--- src/rtl/rx_rst_pkg.sv ---
package rx_rst_pkg;
  typedef enum logic [2:0] {
    ST_HOLD,
    ST_ANA_ON,
    ST_ANA_OFF,
    ST_LOCK,
    ST_SETTLE,
    ST_RUN
  } seq_state_e;
endpackage

--- src/rtl/rx_rst_timer.sv ---
module rx_rst_timer #(
  parameter int unsigned LIMIT = 4
) (
  input  logic clk,
  input  logic rst_n,
  input  logic clr,
  input  logic run,
  output logic done
);
  localparam int unsigned W = $clog2(LIMIT + 1);

  logic [W-1:0] cnt;

  always_ff @(posedge clk) begin
    if (!rst_n)           cnt <= '0;
    else if (clr)         cnt <= '0;
    else if (run && !done) cnt <= cnt + 1'b1;
  end

  assign done = (cnt == W'(LIMIT));
endmodule

--- src/rtl/rx_rst_fsm.sv ---
import rx_rst_pkg::*;

module rx_rst_fsm (
  input  logic       clk,
  input  logic       rst_n,
  input  logic       cal_busy,
  input  logic       ana_ack,
  input  logic       locked,
  input  logic       manual_mode,
  input  logic       sigdet_en,
  input  logic       sd_ok,
  input  logic       settle_done,
  input  logic       ack_tmo,
  input  logic       req,
  output seq_state_e state,
  output logic       ack_clr,
  output logic       ack_run,
  output logic       settle_clr,
  output logic       settle_run,
  output logic       err
);
  seq_state_e nxt;
  logic       tmo_hit;
  logic       gate_ok;

  assign gate_ok = !(manual_mode && sigdet_en) || sd_ok;

  always_comb begin
    nxt     = state;
    tmo_hit = 1'b0;
    if (req) begin
      nxt = ST_HOLD;
    end else begin
      case (state)
        ST_HOLD:    if (!cal_busy && gate_ok) nxt = ST_ANA_ON;
        ST_ANA_ON: begin
          if (ana_ack) nxt = ST_ANA_OFF;
          else if (ack_tmo) begin
            nxt     = ST_HOLD;
            tmo_hit = 1'b1;
          end
        end
        ST_ANA_OFF: begin
          if (!ana_ack) nxt = manual_mode ? ST_RUN : ST_LOCK;
          else if (ack_tmo) begin
            nxt     = ST_HOLD;
            tmo_hit = 1'b1;
          end
        end
        ST_LOCK:    if (locked) nxt = ST_SETTLE;
        ST_SETTLE: begin
          if (!locked) nxt = ST_LOCK;
          else if (settle_done) nxt = ST_RUN;
        end
        ST_RUN:     if (!manual_mode && !locked) nxt = ST_LOCK;
        default:    nxt = ST_HOLD;
      endcase
    end
  end

  always_ff @(posedge clk) begin
    if (!rst_n) begin
      state <= ST_HOLD;
      err   <= 1'b0;
    end else begin
      state <= nxt;
      if (tmo_hit) err <= 1'b1;
      else if (nxt == ST_RUN && state != ST_RUN) err <= 1'b0;
    end
  end

  assign ack_clr    = (nxt != state);
  assign ack_run    = (state == ST_ANA_ON) || (state == ST_ANA_OFF);
  assign settle_clr = (state != ST_SETTLE);
  assign settle_run = (state == ST_SETTLE);
endmodule

--- src/rtl/rx_rst_seq.sv ---
import rx_rst_pkg::*;

module rx_rst_seq #(
  parameter int unsigned CLK_MHZ     = 125,
  parameter int unsigned SETTLE_US   = 4,
  parameter int unsigned SIGDET_US   = 1,
  parameter int unsigned ACK_TMO_CYC = 64
) (
  input  logic clk,
  input  logic rst_n,
  input  logic cal_busy,
  input  logic ana_ack,
  input  logic locked,
  input  logic sig_det,
  input  logic manual_mode,
  input  logic sigdet_en,
  input  logic reset_req,
  input  logic reconfig_req,
  output logic ana_rst,
  output logic dig_rst,
  output logic ready,
  output logic reconfig_ok,
  output logic ack_err
);
  localparam int unsigned SETTLE_CYC = CLK_MHZ * SETTLE_US;
  localparam int unsigned SIGDET_CYC = CLK_MHZ * SIGDET_US;

  seq_state_e state;
  logic req, sd_ok, settle_done, ack_tmo;
  logic ack_clr, ack_run, settle_clr, settle_run;

  assign req = reset_req || reconfig_req;

  rx_rst_timer #(.LIMIT(SIGDET_CYC)) u_sd_tmr (
    .clk(clk), .rst_n(rst_n), .clr(!sig_det), .run(sig_det), .done(sd_ok)
  );

  rx_rst_timer #(.LIMIT(SETTLE_CYC)) u_settle_tmr (
    .clk(clk), .rst_n(rst_n), .clr(settle_clr), .run(settle_run), .done(settle_done)
  );

  rx_rst_timer #(.LIMIT(ACK_TMO_CYC)) u_ack_tmr (
    .clk(clk), .rst_n(rst_n), .clr(ack_clr), .run(ack_run), .done(ack_tmo)
  );

  rx_rst_fsm u_fsm (
    .clk(clk), .rst_n(rst_n), .cal_busy(cal_busy), .ana_ack(ana_ack),
    .locked(locked), .manual_mode(manual_mode), .sigdet_en(sigdet_en),
    .sd_ok(sd_ok), .settle_done(settle_done), .ack_tmo(ack_tmo), .req(req),
    .state(state), .ack_clr(ack_clr), .ack_run(ack_run),
    .settle_clr(settle_clr), .settle_run(settle_run), .err(ack_err)
  );

  assign ana_rst     = (state == ST_HOLD) || (state == ST_ANA_ON);
  assign dig_rst     = (state != ST_RUN);
  assign ready       = (state == ST_RUN) && !req;
  assign reconfig_ok = (state == ST_HOLD);
endmodule

--- config.mk ---
export PLATFORM = sky130hd
export DESIGN_NAME = rx_rst_seq
export DESIGN_NICKNAME = d
export VERILOG_FILES = /design/src/rtl/rx_rst_pkg.sv /design/src/rtl/rx_rst_timer.sv /design/src/rtl/rx_rst_fsm.sv /design/src/rtl/rx_rst_seq.sv
export SDC_FILE = /design/constraint.sdc
export NUM_CORES = 1
export LEC_CHECK = 0
export ABC_AREA = 1
export BUFFER_PORTS_ARGS = -buffer_cell sky130_fd_sc_hd__buf_4
export CORE_MARGIN = 10
export CORE_UTILIZATION = 35
export CTS_CLUSTER_SIZE = 24
export DETAILED_ROUTE_END_ITERATION = 10
export PLACE_DENSITY_LB_ADDON = 0.08
export SETUP_SLACK_MARGIN = 0.15
export SLEW_MARGIN = 20
export SYNTH_ARGS = -nofsm -noshare
export SYNTH_HDL_FRONTEND = slang
export SYNTH_SLANG_ARGS = --single-unit
--- constraint.sdc ---
create_clock -name clk -period 1.4 [get_ports clk]
set_input_delay 0.21 -clock clk [delete_from_list [all_inputs] [get_ports clk]]
set_output_delay 0.21 -clock clk [all_outputs]
set_load 0.01 [all_outputs]
==> reports/metrics.yaml <==
status:
  status: "complete, but fails checks"
  violations: "setup timing"
sta:
  hold_viol: 0
  slew_headroom_pct: 84.4
  rsz0062_at_grt: "yes"
  slew_viol_final: 0
  whs_ns: 0.239
  tightestPinTransition_ns: 0.234
  clock_skew_ns: 0.00411
  setup_viol: 18
  setup_ws_ns: -0.164
  max_freq_mhz: 639
  layout_worst_path_cycle_share_pct: 112
  fin_tns_setup_ns: -1.73
  post-route-min-period_ns: 1.56
synth:
  seq_area_frac_synth_pct: 32.9
  synth_edf_count: 0
  netlist.area_leader.share_pct: 32.9
  ys_warn_count: 0
  ys_types: 30
  synth_fp_nets: 253
  synth_area_leaders: "dfxtp_1 33%, nand2_1 9.4%, inv_1 8.7%, nand3_1 6.7%, nor2_1 6.2%"
  ys_seq_elements: 27
  yosysTopAreaCell: "dfxtp_1"
  synthCells: 237
  async_reset_ff_share_pct: 0
  synth_area_um2: 1640
  synth_ff_type: "dfxtp_1"
  syn_area_per_cell_um2: 6.93
cts:
  clk_latency_ns: 0.27
  cts_tree: "done"
  postCtsHoldBufs: 0
  htree_levels: 1
  clock_sinks: 27
  cts_root_buf: "clkbuf_8"
  path_clk_slew_ns: 0.10
  cts_made_buffers: 3
  clock_path_buffers: 2
floorplanning:
  design.die.area_um2: 7830
  rows: 24
  start_util_pct: 36.9
  die_w_um: 88.5
  ios: 15
  core_um2: 4440
  die_h_um: 88.5
drt:
  viasPerCell: 4.59
  route.vias.total: 1734
  wire_per_inst_um: 11.0
  drc: 0
  drt-total-wl_mm: 4.16
  firstDrtPassIters: 4
  drt-initial-drc-count: 38
  antenna_left: 0
global_routing:
  antenna_found_initial: 0
  grt_max_degree: 16
  grt_pass1_vias: 1626
  grt_util_all_layers_pct: 10.9
  grt_pass1_wl_mm: 6.97
  overflow: 0
layout:
  post-route-util_pct: 64.0
  diodes: 0
  instances_no_fill: 378
  nets: 343
  fin_area_um2: 2850
  layout-drive-gt1-share_pct: 59.2
  area_growth_pct: 73.4
critical_path:
  rr_startpoint: "u_fsm.state[0]$_SDFF_PN0_"
  regToRegSetupSlack_ns: -0.16
  crit_path_max_fanout: 7
  r2r_end: "u_ack_tmr.cnt[6]$_SDFFE_PP0P_"
  critPathKind: "reg -> reg"
  rr_worst_depth: 12
  crit_start: "u_fsm.state[0]$_SDFF_PN0_"
  cp.required_ns: 1.62
  endpoint_kind: "register"
  worst_setup_path_start_kind: "register"
  cp.arrival_ns: 1.78
  critPathCapture: "u_ack_tmr.cnt[6]$_SDFFE_PP0P_"
hold_path:
  hold_class: "in -> reg"
power:
  power_mw: 1.38
  ir_drop_v: 0.000570
  p_leak_nw: 1.26
  p_per_area_nw_per_um2: 484
place:
  io_buffers: 14
  dp.cells: 349
  dpl.hpwl_mm: 2.93
  placement.setup.worst_slack_ns: -0.185
  place_congestion: 0.827
  dpl_cell_area_um2: 2230
run:
  drv_cap: 0
[cells in the mapped netlist, types with 2 or more instances]
cell,number
xor2_1,4
a21oi_1,14
o21ai_1,3
nand3_1,22
nand2_4,2
inv_1,38
nand2_2,6
nand4_1,6
dfxtp_1,27
nand2_1,41
ha_1,6
nor2_1,27
o21ai_0,7
o21a_1,4
inv_2,3
nor2_2,10
xnor2_1,3
nor2_4,2
[critical path, stage by stage (launching register included)]
cell	delay (ns)
dfxtp_4	0.37
buf_12	0.13
nor2_4	0.14
nand2_2	0.10
nor2_2	0.12
nand2_2	0.06
nand2_1	0.05
o21bai_1	0.09
nand2_1	0.09
nand2_2	0.07
nor2_4	0.10
nand2_4	0.10
nor2_2	0.09
[what timing repair did]
item,4_1_cts,5_1_grt
gates resized for setup,68,42
pin swaps,18,19
setup endpoints to repair,29,29
buffers inserted,16,9
[how the worst min path moves through the flow]
stage | startpoint | to | slack [ns] | cells past startpoint
after floorplan | sig_det | u_sd_tmr.cnt[1]$_SDFFE_PN0P_ | 0.37 | 2
after global routing | sig_det | u_sd_tmr.cnt[1]$_SDFFE_PN0P_ | 0.23 | 3
final | sig_det | u_sd_tmr.cnt[1]$_SDFFE_PN0P_ | 0.24 | 3
after CTS | sig_det | u_sd_tmr.cnt[1]$_SDFFE_PN0P_ | 0.24 | 3
after global placement | u_settle_tmr.cnt[5]$_SDFFE_PP0P_ | u_settle_tmr.cnt[5]$_SDFFE_PP0P_ | 0.45 | 1
after detailed placement | u_sd_tmr.cnt[5]$_SDFFE_PN0P_ | u_sd_tmr.cnt[5]$_SDFFE_PN0P_ | 0.46 | 2
[cells in the final DEF, fill, tap and decap left out, types with 11 or more instances in the layout]
master,count
nand3_1,16
buf_4,61
nand2_2,14
nand2_1,27
nor2_4,12
buf_6,25
inv_2,11
dfxtp_1,15
nor2_2,18
inv_1,28
[power by group]
group / leakage (nW) / switching (mW) / internal [mW]
sequential: 0.225 / 0.00425 / 0.766
clock: 0.0255 / 0.253 / 0.200
combinational: 1.01 / 0.0817 / 0.0728
[kinds of logic (layout without fill, tap and decap cells)]
group           after synthesis  count (layout)  synth area share [%]
fa+ha+maj                     6               6                  4.57
simple gates                121             121                  37.3
flops                        27              27                  32.9
mux                           1               1                 0.686
buf+inv                      44             133                  10.4
compound gates               31              31                  10.4
xor+xnor                      7               7                  3.73
[registers in the layout, indices dropped and copies added (netlist names)]
register and count:
u_settle_tmr.cnt 9, u_fsm.err 1, u_fsm.state 3, u_ack_tmr.cnt 7
u_sd_tmr.cnt 7
[metal layers]
| layer | vias to the layer above | routed length, µm | share of wire [%] | track usage, % |
|---|---|---|---|---|
| met2 | 19 | 2060 | 50 | 18.3 |
| met4 | 0 | 65 | 1.6 | 3.67 |
| met1 | 777 | 1890 | 45 | 13.0 |
| li1 | 932 | - | - | - |
| met3 | 6 | 143 | 3.4 | 3.03 |
| met5 | - | 0 | 0 | 0 |
[final cells by class]
type / count / area [µm²]
Clock inverter: 1 / 5.00
Multi-Input combinational cell: 166 / 1240
Inverter: 42 / 168
Tap cell: 52 / 65.1
Timing Repair Buffer: 87 / 759
Clock buffer: 3 / 41.3
Sequential cell: 27 / 563
Fill cell: 384 / 1600
Note: power is estimated with default switching activity, not from simulation.
